===== src/rtl/clkgen_pkg.sv =====
package clkgen_pkg;

  // Field widths of the configuration word and the derived sizes.
  localparam int unsigned SEL_W    = 2;
  localparam int unsigned DIV_W    = 4;
  localparam int unsigned SRC_SPAN = 1 << SEL_W;
  localparam int unsigned CFG_W    = 3 + SEL_W + DIV_W;
  // Half-cycle counter must hold 2 * 2^(2^DIV_W).
  localparam int unsigned CNT_W    = (1 << DIV_W) + 2;

  // Packed MSB first, so en lands on bit 0 of the word.
  typedef struct packed {
    logic [DIV_W-1:0] div;
    logic [SEL_W-1:0] sel;
    logic             duty;
    logic             expo;
    logic             en;
  } cfg_t;

  // Division factor N in source cycles.
  function automatic logic [CNT_W-1:0] ratio_of(cfg_t c);
    logic [CNT_W-1:0] one;
    logic [DIV_W:0]   sh;
    one = CNT_W'(1);
    sh  = {1'b0, c.div} + 1'b1;
    if (c.expo)              return one << sh;
    else if (c.div < 2)      return one;
    else                     return CNT_W'(c.div);
  endfunction

  // Length of the high phase, counted in source half-cycles.
  function automatic logic [CNT_W-1:0] high_halves(cfg_t c);
    logic [CNT_W-1:0] n;
    n = ratio_of(c);
    if (n == CNT_W'(1))          return CNT_W'(1);
    else if (c.duty || !n[0])    return n;
    else                         return n - CNT_W'(1);
  endfunction

endpackage


===== src/rtl/clkgen_rst_sync.sv =====
module clkgen_rst_sync (
  input  logic clk,
  input  logic rst_n,
  output logic rst_n_o
);
  logic [1:0] stage_q;
  logic [1:0] stage_d;

  always_comb stage_d = {stage_q[0], 1'b1};

  always_ff @(posedge clk or negedge rst_n) begin
    if (!rst_n) stage_q <= 2'b00;
    else        stage_q <= stage_d;
  end

  assign rst_n_o = stage_q[1];
endmodule


===== src/rtl/clkgen_src_edges.sv =====
module clkgen_src_edges
  import clkgen_pkg::*;
#(
  parameter int unsigned NUM_SRC     = 4,
  parameter int unsigned SYNC_STAGES = 2
) (
  input  logic                clk,
  input  logic                rst_n,
  input  logic [NUM_SRC-1:0]  src_i,
  output logic [SRC_SPAN-1:0] rise_o,
  output logic [SRC_SPAN-1:0] fall_o
);
  localparam int unsigned LAST = SYNC_STAGES;

  for (genvar i = 0; i < SRC_SPAN; i++) begin : g_src
    if (i < NUM_SRC) begin : g_live
      // Synchroniser stages plus one history stage for edge detection.
      logic [LAST:0] chain_q;
      logic [LAST:0] chain_d;

      always_comb chain_d = {chain_q[LAST-1:0], src_i[i]};

      always_ff @(posedge clk or negedge rst_n) begin
        if (!rst_n) chain_q <= '0;
        else        chain_q <= chain_d;
      end

      assign rise_o[i] =  chain_q[LAST-1] & ~chain_q[LAST];
      assign fall_o[i] = ~chain_q[LAST-1] &  chain_q[LAST];
    end else begin : g_tie
      assign rise_o[i] = 1'b0;
      assign fall_o[i] = 1'b0;
    end
  end
endmodule


===== src/rtl/clkgen_cfg_regs.sv =====
module clkgen_cfg_regs
  import clkgen_pkg::*;
(
  input  logic             clk,
  input  logic             rst_n,
  input  logic             wr_i,
  input  logic [CFG_W-1:0] data_i,
  input  logic             commit_i,
  output cfg_t             pend_o,
  output logic             valid_o
);
  cfg_t pend_q, pend_d;
  logic valid_q, valid_d;
  logic ce;

  always_comb begin
    pend_d  = pend_q;
    valid_d = valid_q;
    if (wr_i) begin
      // A fresh write always wins over a commit of the older word.
      pend_d  = cfg_t'(data_i);
      valid_d = 1'b1;
    end else if (commit_i) begin
      valid_d = 1'b0;
    end
    ce = wr_i | commit_i;
  end

  always_ff @(posedge clk or negedge rst_n) begin
    if (!rst_n) begin
      pend_q  <= '0;
      valid_q <= 1'b0;
    end else if (ce) begin
      pend_q  <= pend_d;
      valid_q <= valid_d;
    end
  end

  assign pend_o  = pend_q;
  assign valid_o = valid_q;
endmodule


===== src/rtl/clkgen_div_core.sv =====
module clkgen_div_core
  import clkgen_pkg::*;
(
  input  logic                clk,
  input  logic                rst_n,
  input  logic [SRC_SPAN-1:0] rise_i,
  input  logic [SRC_SPAN-1:0] fall_i,
  input  logic                pend_valid_i,
  input  cfg_t                pend_i,
  output logic                commit_o,
  output logic                run_o,
  output logic                tick_o,
  output logic                out_o
);
  cfg_t             act_q, act_d;
  logic             run_q, run_d;
  logic             out_q, out_d;
  logic [CNT_W-1:0] cnt_q, cnt_d;

  logic             act_rise, act_edge, pend_rise;
  logic [CNT_W-1:0] n_act, total, hi;
  logic             last_half;
  logic             ce;

  always_comb begin
    act_rise  = rise_i[act_q.sel];
    act_edge  = act_rise | fall_i[act_q.sel];
    pend_rise = pend_valid_i & rise_i[pend_i.sel];
    n_act     = ratio_of(act_q);
    total     = {n_act[CNT_W-2:0], 1'b0};
    hi        = high_halves(act_q);
    last_half = (cnt_q == total - CNT_W'(1));

    act_d    = act_q;
    run_d    = run_q;
    out_d    = out_q;
    cnt_d    = cnt_q;
    commit_o = 1'b0;

    if (run_q) begin
      if (act_edge) begin
        if (last_half) begin
          // Period boundary: the only point where a running generator changes.
          cnt_d = '0;
          if (pend_valid_i) begin
            commit_o = 1'b1;
            act_d    = pend_i;
            if (pend_i.en && (pend_i.sel == act_q.sel)) begin
              out_d = 1'b1;
            end else begin
              run_d = 1'b0;
              out_d = 1'b0;
            end
          end else begin
            out_d = 1'b1;
          end
        end else begin
          cnt_d = cnt_q + CNT_W'(1);
          out_d = (cnt_q + CNT_W'(1)) < hi;
        end
      end
    end else begin
      if (pend_rise) begin
        commit_o = 1'b1;
        act_d    = pend_i;
        cnt_d    = '0;
        run_d    = pend_i.en;
        out_d    = pend_i.en;
      end else if (act_q.en && act_rise) begin
        // Restart after a source change parked the output.
        cnt_d = '0;
        run_d = 1'b1;
        out_d = 1'b1;
      end
    end

    ce = act_edge | pend_rise;
  end

  always_ff @(posedge clk or negedge rst_n) begin
    if (!rst_n) begin
      act_q <= '0;
      run_q <= 1'b0;
      out_q <= 1'b0;
      cnt_q <= '0;
    end else if (ce) begin
      act_q <= act_d;
      run_q <= run_d;
      out_q <= out_d;
      cnt_q <= cnt_d;
    end
  end

  assign run_o  = run_q;
  assign tick_o = ce;
  assign out_o  = out_q;
endmodule


===== src/rtl/clkgen_pow2_div.sv =====
module clkgen_pow2_div
  import clkgen_pkg::*;
#(
  parameter int unsigned NUM_SRC     = 4,
  parameter int unsigned SYNC_STAGES = 2
) (
  input  logic               clk,
  input  logic               rst_n,
  input  logic [NUM_SRC-1:0] src_clk_i,
  input  logic               cfg_wr_i,
  input  logic [CFG_W-1:0]   cfg_data_i,
  output logic               gen_clk_o,
  output logic               busy_o
);
  logic                rst_n_s;
  logic [SRC_SPAN-1:0] rise, fall;
  cfg_t                pend;
  logic                pend_valid;
  logic                commit;
  logic                run;
  logic                tick;

  clkgen_rst_sync u_rst (
    .clk     (clk),
    .rst_n   (rst_n),
    .rst_n_o (rst_n_s)
  );

  clkgen_src_edges #(
    .NUM_SRC     (NUM_SRC),
    .SYNC_STAGES (SYNC_STAGES)
  ) u_edges (
    .clk    (clk),
    .rst_n  (rst_n_s),
    .src_i  (src_clk_i),
    .rise_o (rise),
    .fall_o (fall)
  );

  clkgen_cfg_regs u_cfg (
    .clk      (clk),
    .rst_n    (rst_n_s),
    .wr_i     (cfg_wr_i),
    .data_i   (cfg_data_i),
    .commit_i (commit),
    .pend_o   (pend),
    .valid_o  (pend_valid)
  );

  clkgen_div_core u_core (
    .clk          (clk),
    .rst_n        (rst_n_s),
    .rise_i       (rise),
    .fall_i       (fall),
    .pend_valid_i (pend_valid),
    .pend_i       (pend),
    .commit_o     (commit),
    .run_o        (run),
    .tick_o       (tick),
    .out_o        (gen_clk_o)
  );

  assign busy_o = pend_valid;
endmodule


===== config.mk =====
export PLATFORM = sky130hd
export DESIGN_NAME = clkgen_pow2_div
export DESIGN_NICKNAME = d
export VERILOG_FILES = /design/src/rtl/clkgen_pkg.sv /design/src/rtl/clkgen_rst_sync.sv /design/src/rtl/clkgen_src_edges.sv /design/src/rtl/clkgen_cfg_regs.sv /design/src/rtl/clkgen_div_core.sv /design/src/rtl/clkgen_pow2_div.sv
export SDC_FILE = /design/constraint.sdc
export NUM_CORES = 1
export LEC_CHECK = 0
export BUFFER_PORTS_ARGS = -buffer_cell sky130_fd_sc_hd__buf_2
export CORE_ASPECT_RATIO = 1.25
export CORE_MARGIN = 1
export CORE_UTILIZATION = 62
export DETAILED_ROUTE_END_ITERATION = 10
export PLACE_DENSITY = 0.8
export SLEW_MARGIN = 25
export SYNTH_ARGS = -nofsm -noshare
export SYNTH_HDL_FRONTEND = slang
export SYNTH_SLANG_ARGS = --single-unit

===== constraint.sdc =====
create_clock -name clk -period 2.2 [get_ports clk]
set_input_delay 0.22 -clock clk [delete_from_list [all_inputs] [get_ports clk]]
set_output_delay 0.22 -clock clk [all_outputs]
set_load 0.01 [all_outputs]

; Yosys cells after proc, flatten, opt, wreduce, memory -nomap -nowiden
; Index checks and enable logic that the tools add are counted.
[totals]
regBits = 53
in_bits = 16
out_inout_bits = 2
wordCells = 104
[op_classes]
addsub = 4
n_lt_le_gt_ge = 4
eq_ne = 6
n_shift = 1
mux = 39
n_bitwise = 20
reduce_logical = 11
[op_table]
columns = op, count
row1 = 18-bit 2-to-1 mux, 8
row2 = 9-bit 2-to-1 mux, 5
row3 = 18-bit by 1-bit subtractor with 18-bit output (second input constant), 2
row4 = 1-bit 2-to-1 mux, 22
row5 = 18-bit by 1-bit adder with 18-bit output (second input constant), 1
row6 = 18-bit by 1-bit equality test with 1-bit output (second input constant), 1
row7 = 18-bit equality test, 1
row8 = 18-bit < comparator, 1
row9 = 1-bit by 5-bit << shifter with 18-bit output (first input constant), 1
row10 = 1-bit AND, 9
row11 = 1-bit NOT, 8
row12 = 1-bit binary-select mux with 2-bit select, 3
row13 = 2-bit by 3-bit < comparator with 1-bit output (second input constant), 2
row14 = 2-bit != test (second input constant), 3
row15 = 4-bit by 1-bit adder with 5-bit output (second input constant), 1
row16 = 5-bit AND reduction, 1
row17 = 4-bit by 2-bit < comparator with 1-bit output (second input constant), 1
row18 = 4-bit 2-to-1 mux, 1
row19 = 2-bit AND reduction, 2
row20 = 2-bit nonzero test, 2
row21 = 1-bit bitwise OR, 3
row22 = 3-bit AND reduction, 1
row23 = 3-bit nonzero test, 1
row24 = 2-bit equality test, 1
row25 = other kinds (3), 4

; Logic depth before layout (Yosys ltp)
; Gate-level depths: netlist of the first run.
[depth]
ltp_word = 11
ltp_mapped = 18
depth_no_buf = 15

; Cells and area by module
; A second synthesis of the first run with hierarchy kept.
[unflattened]
hier_cells = 446
hier_area_um2 = 4022.6
[by_module_without_submodules]
columns = mod, instances, cells_each, area_per_inst_um2, seq_area_each_um2
row1 = clkgen_div_core, 1, 401, 3209.3, 725.7
row2 = clkgen_cfg_regs, 1, 22, 409.1, 250.2
row3 = clkgen_src_edges, 1, 20, 350.3, 300.3
row4 = clkgen_rst_sync, 1, 3, 53.8, 50.0

; Least setup slack after synthesis of the first run
; Ideal clock, no wire load.
[synth_path]
kind = reg-to-reg
from = register u_core.act_q[5] in the netlist's numbering
to = register u_core.act_q[0] in the netlist's numbering
setup_time_ns = 0.125
t_arrival_ns = 3.573
t_required_ns = 2.075
path_slack_ns = -1.498
stages_incl_launch_ff = 15
path_buffers = 5
period_less_slack_ns = 3.698
cell_sequence = dfrtp_1 > buf_2 > clkbuf_1 > clkbuf_1 > o21ai_1 > ha_1 > nand2b_1 > nor4_2 > o31a_1 > o2111ai_1 > or4_1 > buf_2 > o31a_1 > buf_6 > mux2_4
[synth_between]
elab_chain_cells = 7
word_cells_on_any_way = 9
cone_classes = add/sub (2) / order compare (1) / eq/ne (2) / shift (1) / mux (2) / reduce/logical (1)
[synth_lines]
columns = item, line
row1 = "start, declared", clkgen_div_core.sv:15  ; cfg_t act_q, act_d;
row2 = "start signal, assigned", clkgen_div_core.sv:87  ; act_q <= act_d;
row3 = 4-bit by 1-bit adder with 5-bit output or 4-bit by 2-bit < comparator with 1-bit output (tied branches), "clkgen_pkg.sv:25, clkgen_pkg.sv:27"
row4 = 1-bit by 5-bit << shifter with 18-bit output or 4-bit 2-to-1 mux (tied branches), "clkgen_pkg.sv:26, clkgen_pkg.sv:27"
row5 = 18-bit 2-to-1 mux *, clkgen_pkg.sv:26  ; if (c.expo) return one << sh;
row6 = 18-bit by 1-bit subtractor with 18-bit output *, clkgen_div_core.sv:32  ; last_half = (cnt_q == total - CNT_W'(1));
row7 = 18-bit equality test *, clkgen_div_core.sv:32
row8 = 2-bit != test (no source line) *, -
row9 = 5-bit AND reduction (no source line) *, -
; Mark *: on every way between the ends. The rest lies on a longest branch, timed or not.
; A chain may end at the register's enable or synchronous reset.

; Worst setup path after layout of the first run
[layout_path]
from = register u_core.act_q[6] in the netlist's numbering
to = register u_core.act_q[4] in the netlist's numbering
; Same word-level chain as after synthesis.

==> results_dict.tcl, run 1 <==
set metrics [dict create \
    gr-total-overflow 0 \
    fin_crit_sh 1.52 \
    finalSetupViolCount 30 \
    grt_max_degree 33 \
    initial_utilization 0.644 \
    cts_tree "built" \
    die_h_um 91.5 \
    cts_root_buf "clkbuf_8" \
    finalPower_mw 7.61 \
    cp-end-kind "flop" \
    netlist_top_cells_area "dfrtp_1 (33%), ha_1 (6.3%), nand2_1 (4.0%), mux2_4 (3.4%), mux2_2 (3.1%)" \
    period_needed_ns 3.34 \
    critPathLaunchType "flop" \
    async_flop_share 1.00 \
    postSynthCellCount 441 \
    timing.rr.start "u_core.act_q[6]" \
    ir_worst_vdd_v 0.00111 \
    wl_um 13600 \
    gp_congestion 0.973 \
    gr-usage-met3 0.0855 \
    ys_types 69 \
    path_clk_slew_ns 0.11 \
    fp.coreArea_um2 6170 \
    critPathArrivalTime_ns 3.54 \
    drive_above_1_share 0.372 \
    setup_ws_ns -1.14 \
    dpl.hpwl_um 9170 \
    holdWs_ns 0.0175 \
    synth_enable_flop_cells 0 \
    num_vias 4286 \
    nets 589 \
    numCtsBuffers 5 \
    die_width_um 73.6 \
    grt_pass1_vias 4088 \
    cts_sinks 53 \
    rsz0062_at_grt "yes" \
    slew_violations 0 \
    violations "negative setup slack" \
    yosysWarnings 0 \
    drtAntennaViolNets 0 \
    num_rows 32 \
    synth-seq-cells 53 \
    pin_count 18 \
    die-area_um2 6730 \
    pre_cts_ws_ns -1.21 \
    grt_usage 0.406 \
    initialDrtViolationCount 462 \
    num_antenna_cells 0 \
    met2_usage 0.652 \
    synth.most_common_cell "dfrtp_1" \
    crit_required_ns 2.41 \
    synth-seq-area-share 0.334 \
    grt_pass1_wl_um 20500 \
    power_switching_share 0.479 \
    worstHoldStart "src_clk_i[0]" \
    p_int_mw 3.97 \
    synth_top_area_share 0.334 \
    p_comb_frac 0.735 \
    tightest_slew_ns 0.500 \
    synth_top_cell_by_area "dfrtp_1" \
    viasPerCell 6.71 \
    wl_per_cell_um 21.2 \
    synth_common_cells "dfrtp_1 (53), nand2_1 (42), nor2_1 (28), o21ai_0 (22), ha_1 (20)" \
    drc 0 \
    path_class "flop to flop" \
    dr.pass1.iters 5 \
    clk_path_buf_depth 2 \
    h-tree-depth 2 \
    clock_skew_ns 0.0102 \
    hold_viol_final 0 \
    gr-max-usage-layer "met2" \
    power_frac_clock 0.080 \
    max_slew_margin 0.666 \
    outcome "finished, violations left" \
    syn_area_per_cell_um2 9.01 \
    instances_no_fill 639 \
    syn_area_um2 3970 \
    met1_usage 0.481 \
    switchingPower_mw 3.64 \
    power.density_nw_per_um2 1460 \
    fillers 361 \
    syn_to_final_growth_pct 31.3 \
    ys.flop_type "dfrtp_1" \
    max_freq_mhz 300 \
    sequentialPowerShare 0.185 \
    clk-insertion-delay-late_ns 0.32 \
    antenna_found_initial 0 \
    leakagePower_nw 2.36 \
    cap_violations 0 \
    io_buffers 17 \
    crit_start "u_core.act_q[6]" \
    min_path_type "primary input to flop" \
    crit_fanout 9 \
    dp.cells 621 \
]
==> power groups by stage <==
| stage | clock (mW) | sequential, mW | combinational (mW) |
|---|---|---|---|
| 2_1_floorplan | 0 | 1.31 | 3.03 |
| 3_3_place_gp | 0 | 1.37 | 4.69 |
| 3_5_place_dp | 0 | 1.39 | 4.84 |
| 4_1_cts | 0.600 | 1.37 | 5.14 |
| 5_1_grt | 0.645 | 1.41 | 5.92 |
| 6_report | 0.612 | 1.41 | 5.59 |
==> cell type report <==
type,instances,area (µm²),share of cell area
clock buffer,5,68.8,0.0132
clock inverter,3,28.8,0.00552
inverter,12,45.0,0.00864
multi-input combinational,344,2610,0.500
sequential,53,1330,0.255
tap,85,106,0.0204
timing repair buffer,137,1030,0.197
==> what timing repair did <==
| item | CTS | global route |
|---|---|---|
| hold buffers | 4 | 0 |
| gates resized for setup | 13 | 14 |
| hold endpoints to repair | 5 | 0 |
| cloned | 1 | 0 |
| endpoints found under the setup margin | 30 | 30 |
| pin swaps | 10 | 20 |
| setup buffers | 4 | 3 |
==> flip-flops by register name, summed over array words and instances (netlist names) <==
| name | count |
|---|---|
| u_core.cnt_q | 18 |
| u_core.out_o | 1 |
| u_cfg.pend_o | 9 |
| u_core.run_o | 1 |
| u_cfg.valid_o | 1 |
| u_edges.g_src.g_live.chain_q | 12 |
| u_rst.stage_q | 2 |
| u_core.act_q | 9 |
==> layer usage <==
| metal | vias up | part of all wire |
|---|---|---|
| met2 | 280 | 0.48 |
| met4 | 0 | 0.075 |
| met1 | 2039 | 0.36 |
| li1 | 1867 | - |
| met3 | 100 | 0.078 |
| met5 | - | 0 |
==> cells by family after synthesis <==
kind of cell | count (synthesis) | share of synthesized area
and+or+nand+nor | 164 | 0.223
AOI/OAI and AO/OA | 116 | 0.209
DFF | 53 | 0.334
buffers and inverters | 46 | 0.0554
muxes | 21 | 0.0709
adders and majority gates | 20 | 0.0630
xor gates and xnor gates | 20 | 0.0441
other | 1 | 0.000944
==> layout by cell type, fill, tap and decap left out, types with 6 or more instances in the layout <==
| master | instances |
|---|---|
| nand3_1 | 17 |
| and2_1 | 8 |
| nor3_1 | 13 |
| or3_1 | 6 |
| o21ai_0 | 20 |
| a21oi_1 | 15 |
| nand2_1 | 41 |
| inv_1 | 11 |
| a32o_1 | 10 |
| o2111ai_1 | 7 |
| buf_2 | 17 |
| xor2_1 | 8 |
| mux2_2 | 11 |
| mux2_4 | 9 |
| ha_1 | 18 |
| o211ai_1 | 7 |
| xnor2_1 | 11 |
| dfrtp_1 | 51 |
| or2_2 | 7 |
| buf_4 | 112 |
| nor2_1 | 26 |
==> path summary, 6_finish.rpt <==
check	slack [ns]	to	cells after the start
max	-1.14	u_core.act_q[4]	11
min	0.02	u_edges.g_src[0].g_live.chain_q[0]	1
max reg2reg	-1.14	u_core.act_q[4]	11
min reg2reg	0.24	u_cfg.pend_o[8]	0
min in group asynchronous	0.22	u_rst.stage_q[1]	2
max in group asynchronous	1.34	u_core.run_o	1
==> through the flow <==
step | area, µm² | TNS, ns | utilization
floorplan | 4050 | -27.95 | -
global placement | 4910 | -24.45 | 0.797
detailed placement | 4910 | -27.91 | 0.797
CTS | 5130 | -24.51 | 0.832
global route | 5210 | -30.05 | 0.846
finish | 5210 | -28.04 | 0.846
==> critical path, stage by stage (launching register included) <==
cell       delay (ns)
dfrtp_2          0.47
nor3_4           0.33
a31oi_4          0.16
ha_4             0.21
xnor2_2          0.21
o22ai_1          0.11
a22oi_1          0.24
o2111ai_1        0.16
or4_4            0.59
o31a_1           0.29
buf_12           0.16
mux2_4           0.30
No activity file was read; power rests on OpenSTA's default activity.
==> run 2, diff against run 1 <==
--- a/config.mk
+++ b/config.mk
@@ -6,11 +6,11 @@
 export NUM_CORES = 1
 export LEC_CHECK = 0
 export BUFFER_PORTS_ARGS = -buffer_cell sky130_fd_sc_hd__buf_2
+export CAP_MARGIN = 20
 export CORE_ASPECT_RATIO = 1.25
 export CORE_MARGIN = 1
-export CORE_UTILIZATION = 62
+export CORE_UTILIZATION = 45
 export DETAILED_ROUTE_END_ITERATION = 10
-export PLACE_DENSITY = 0.8
 export SLEW_MARGIN = 25
 export SYNTH_ARGS = -nofsm -noshare
 export SYNTH_HDL_FRONTEND = slang
==> results_dict.tcl, run 2 (same netlist as run 1, synthesis figures left out) <==
set metrics [dict create \
    outcome "finished, violations left" \
    violations "negative setup slack" \
    gr-total-overflow 0 \
    gr-usage-met3 0.0346 \
    initial_utilization 0.474 \
    slew_violations 0 \
    grt_max_degree 33 \
    cts_sinks 53 \
    power.density_nw_per_um2 1460 \
    reg2regPathDepth 12 \
    cts_root_buf "clkbuf_8" \
    gr-max-usage-layer "met2" \
    syn_to_final_growth_pct 38.2 \
    path_cells "nor3_4, a31oi_4, ha_4, xnor2_2, buf_4, a31o_4, a221oi_2, o211ai_1, or2_4, o31a_1, buf_12, mux2_4" \
    setup_ws_ns -0.998 \
    reg2reg_slack_ns -1.0 \
    final_area_um2 5490 \
    num_vias 3946 \
    top_regs "u_core.cnt_q: 18 flops, u_edges.g_src.g_live.chain_q: 12 flops" \
    grt_pass1_wl_um 19000 \
    timing.setup.tns_ns -25.95 \
    path_class "flop to flop" \
    die_width_um 86.0 \
    fillers 705 \
    h-tree-depth 2 \
    max_freq_mhz 313 \
    path_clk_slew_ns 0.09 \
    cts_tree "built" \
    fin_crit_sh 1.45 \
    die-area_um2 9210 \
    numCtsBuffers 5 \
    crit_fanout 9 \
    fp.coreArea_um2 8380 \
    ff_latch_area_um2 1330 \
    crit_required_ns 2.39 \
    dpl_cell_area_um2 5040 \
    pin_count 18 \
    leakagePower_nw 2.45 \
    io_buffers 17 \
    clk-insertion-delay-late_ns 0.31 \
    initialDrtViolationCount 234 \
    drc 0 \
    largest_reg_flops 18 \
    max_slew_margin 0.578 \
    clk_path_buf_depth 2 \
    wl_per_cell_um 16.8 \
    dpl.hpwl_um 8950 \
    cp-end-kind "flop" \
    top_register "u_core.cnt_q" \
    layout_common_cells "buf_4 (123), dfrtp_1 (50), nand2_1 (40)" \
    multi_input_area_um2 2690 \
    final_common_cell "buf_4" \
    min_path_type "primary input to flop" \
    min_path_cells 2 \
    cap_violations 0 \
    grt_usage 0.268 \
    ir_worst_vdd_v 0.000902 \
    met1_usage 0.321 \
    wl_um 11500 \
    critPathArrivalTime_ns 3.39 \
    instances_no_fill 687 \
    drive_above_1_share 0.400 \
    viasPerCell 5.74 \
    dr.pass1.iters 5 \
    gp_congestion 0.979 \
    antenna_found_initial 0 \
    clock_skew_ns 0.0148 \
    period_needed_ns 3.20 \
    rsz0062_at_grt "yes" \
    grt_pass1_vias 3943 \
    drtAntennaViolNets 0 \
    pre_cts_ws_ns -1.19 \
    dp.cells 665 \
    slowest_delay_ns 0.45 \
    die_h_um 107 \
    critPathLaunchType "flop" \
    tightest_slew_ns 0.633 \
    finalPower_mw 8.01 \
    met2_usage 0.469 \
    nets 605 \
    slowest_stage "dfrtp_2" \
    num_antenna_cells 0 \
    num_rows 37 \
    hold_viol_final 0 \
    finalSetupViolCount 30 \
]
[run 2: cell count changes in the layout (fill, tap and decap cells not counted), moves of 2 or more]
| cell | delta |
|---|---|
| o2111ai_2 | +2 |
| buf_6 | +4 |
| nor3_1 | -2 |
| buf_4 | +11 |
| o2111ai_1 | -2 |
| nor3_2 | +2 |
| o21ai_0 | -2 |
[run 2: stage by stage]
stage | util | hold slack [ns]
final | 0.655 | 0.136
after global routing | 0.655 | 0.128
after CTS | 0.649 | 0.000551
after detailed placement | 0.602 | 0.00826
after global placement | 0.602 | 0.00572
after floorplan | - | -0.0756
[run 2: power by group]
part	switching, mW	internal, mW	total [mW]
clock	0.319	0.342	0.660
combinational	3.08	2.91	5.99
sequential	0.199	1.16	1.36
total	3.60	4.41	8.01
[run 2: final cells by class]
| cell class | count | share of cell area |
|---|---|---|
| Multi-Input combinational cell | 344 | 0.490 |
| Sequential cell | 53 | 0.242 |
| Timing Repair Buffer | 153 | 0.212 |
| Tap cell | 117 | 0.0267 |
| Clock buffer | 6 | 0.0132 |
| Inverter | 12 | 0.00821 |
| Clock inverter | 2 | 0.00707 |
[run 2: critical path: cells and delay by family (launching register included)]
kind,cells,cell delay (ns)
AO/OA/AOI/OAI,5,1.09
multiplexers,1,0.29
XOR/XNOR,1,0.15
buffers and inverters,2,0.30
flip-flops,1,0.45
adder cells (fa/ha/maj),1,0.20
AND/OR/NAND/NOR,2,0.59
[run 2: what timing repair did]
item | CTS | global route
endpoints found under the hold margin | 5 | 1
pin swaps | 26 | 8
hold buffers | 4 | 1
gates resized for setup | 38 | 10
endpoints found under the setup margin | 30 | 30
setup buffers | 21 | 2
gates cloned | 1 | 0
[run 2: path summary, 6_finish.rpt]
kind,end,startpoint
max,u_core.act_q[3],u_core.act_q[6]
min,u_cfg.pend_o[8],cfg_data_i[8]
max reg2reg,u_core.act_q[3],u_core.act_q[6]
min reg2reg,u_edges.g_src[1].g_live.chain_q[1],u_rst.stage_q[1]
max in group asynchronous,u_core.cnt_q[5],u_rst.stage_q[1]
min in group asynchronous,u_rst.stage_q[0],rst_n
[run 2: layer usage]
layer | routed length [µm] | up-vias
met3 | 388 | 35
met4 | 500 | 0
met1 | 4720 | 1913
li1 | - | 1887
met2 | 5940 | 111
met5 | 0 | -
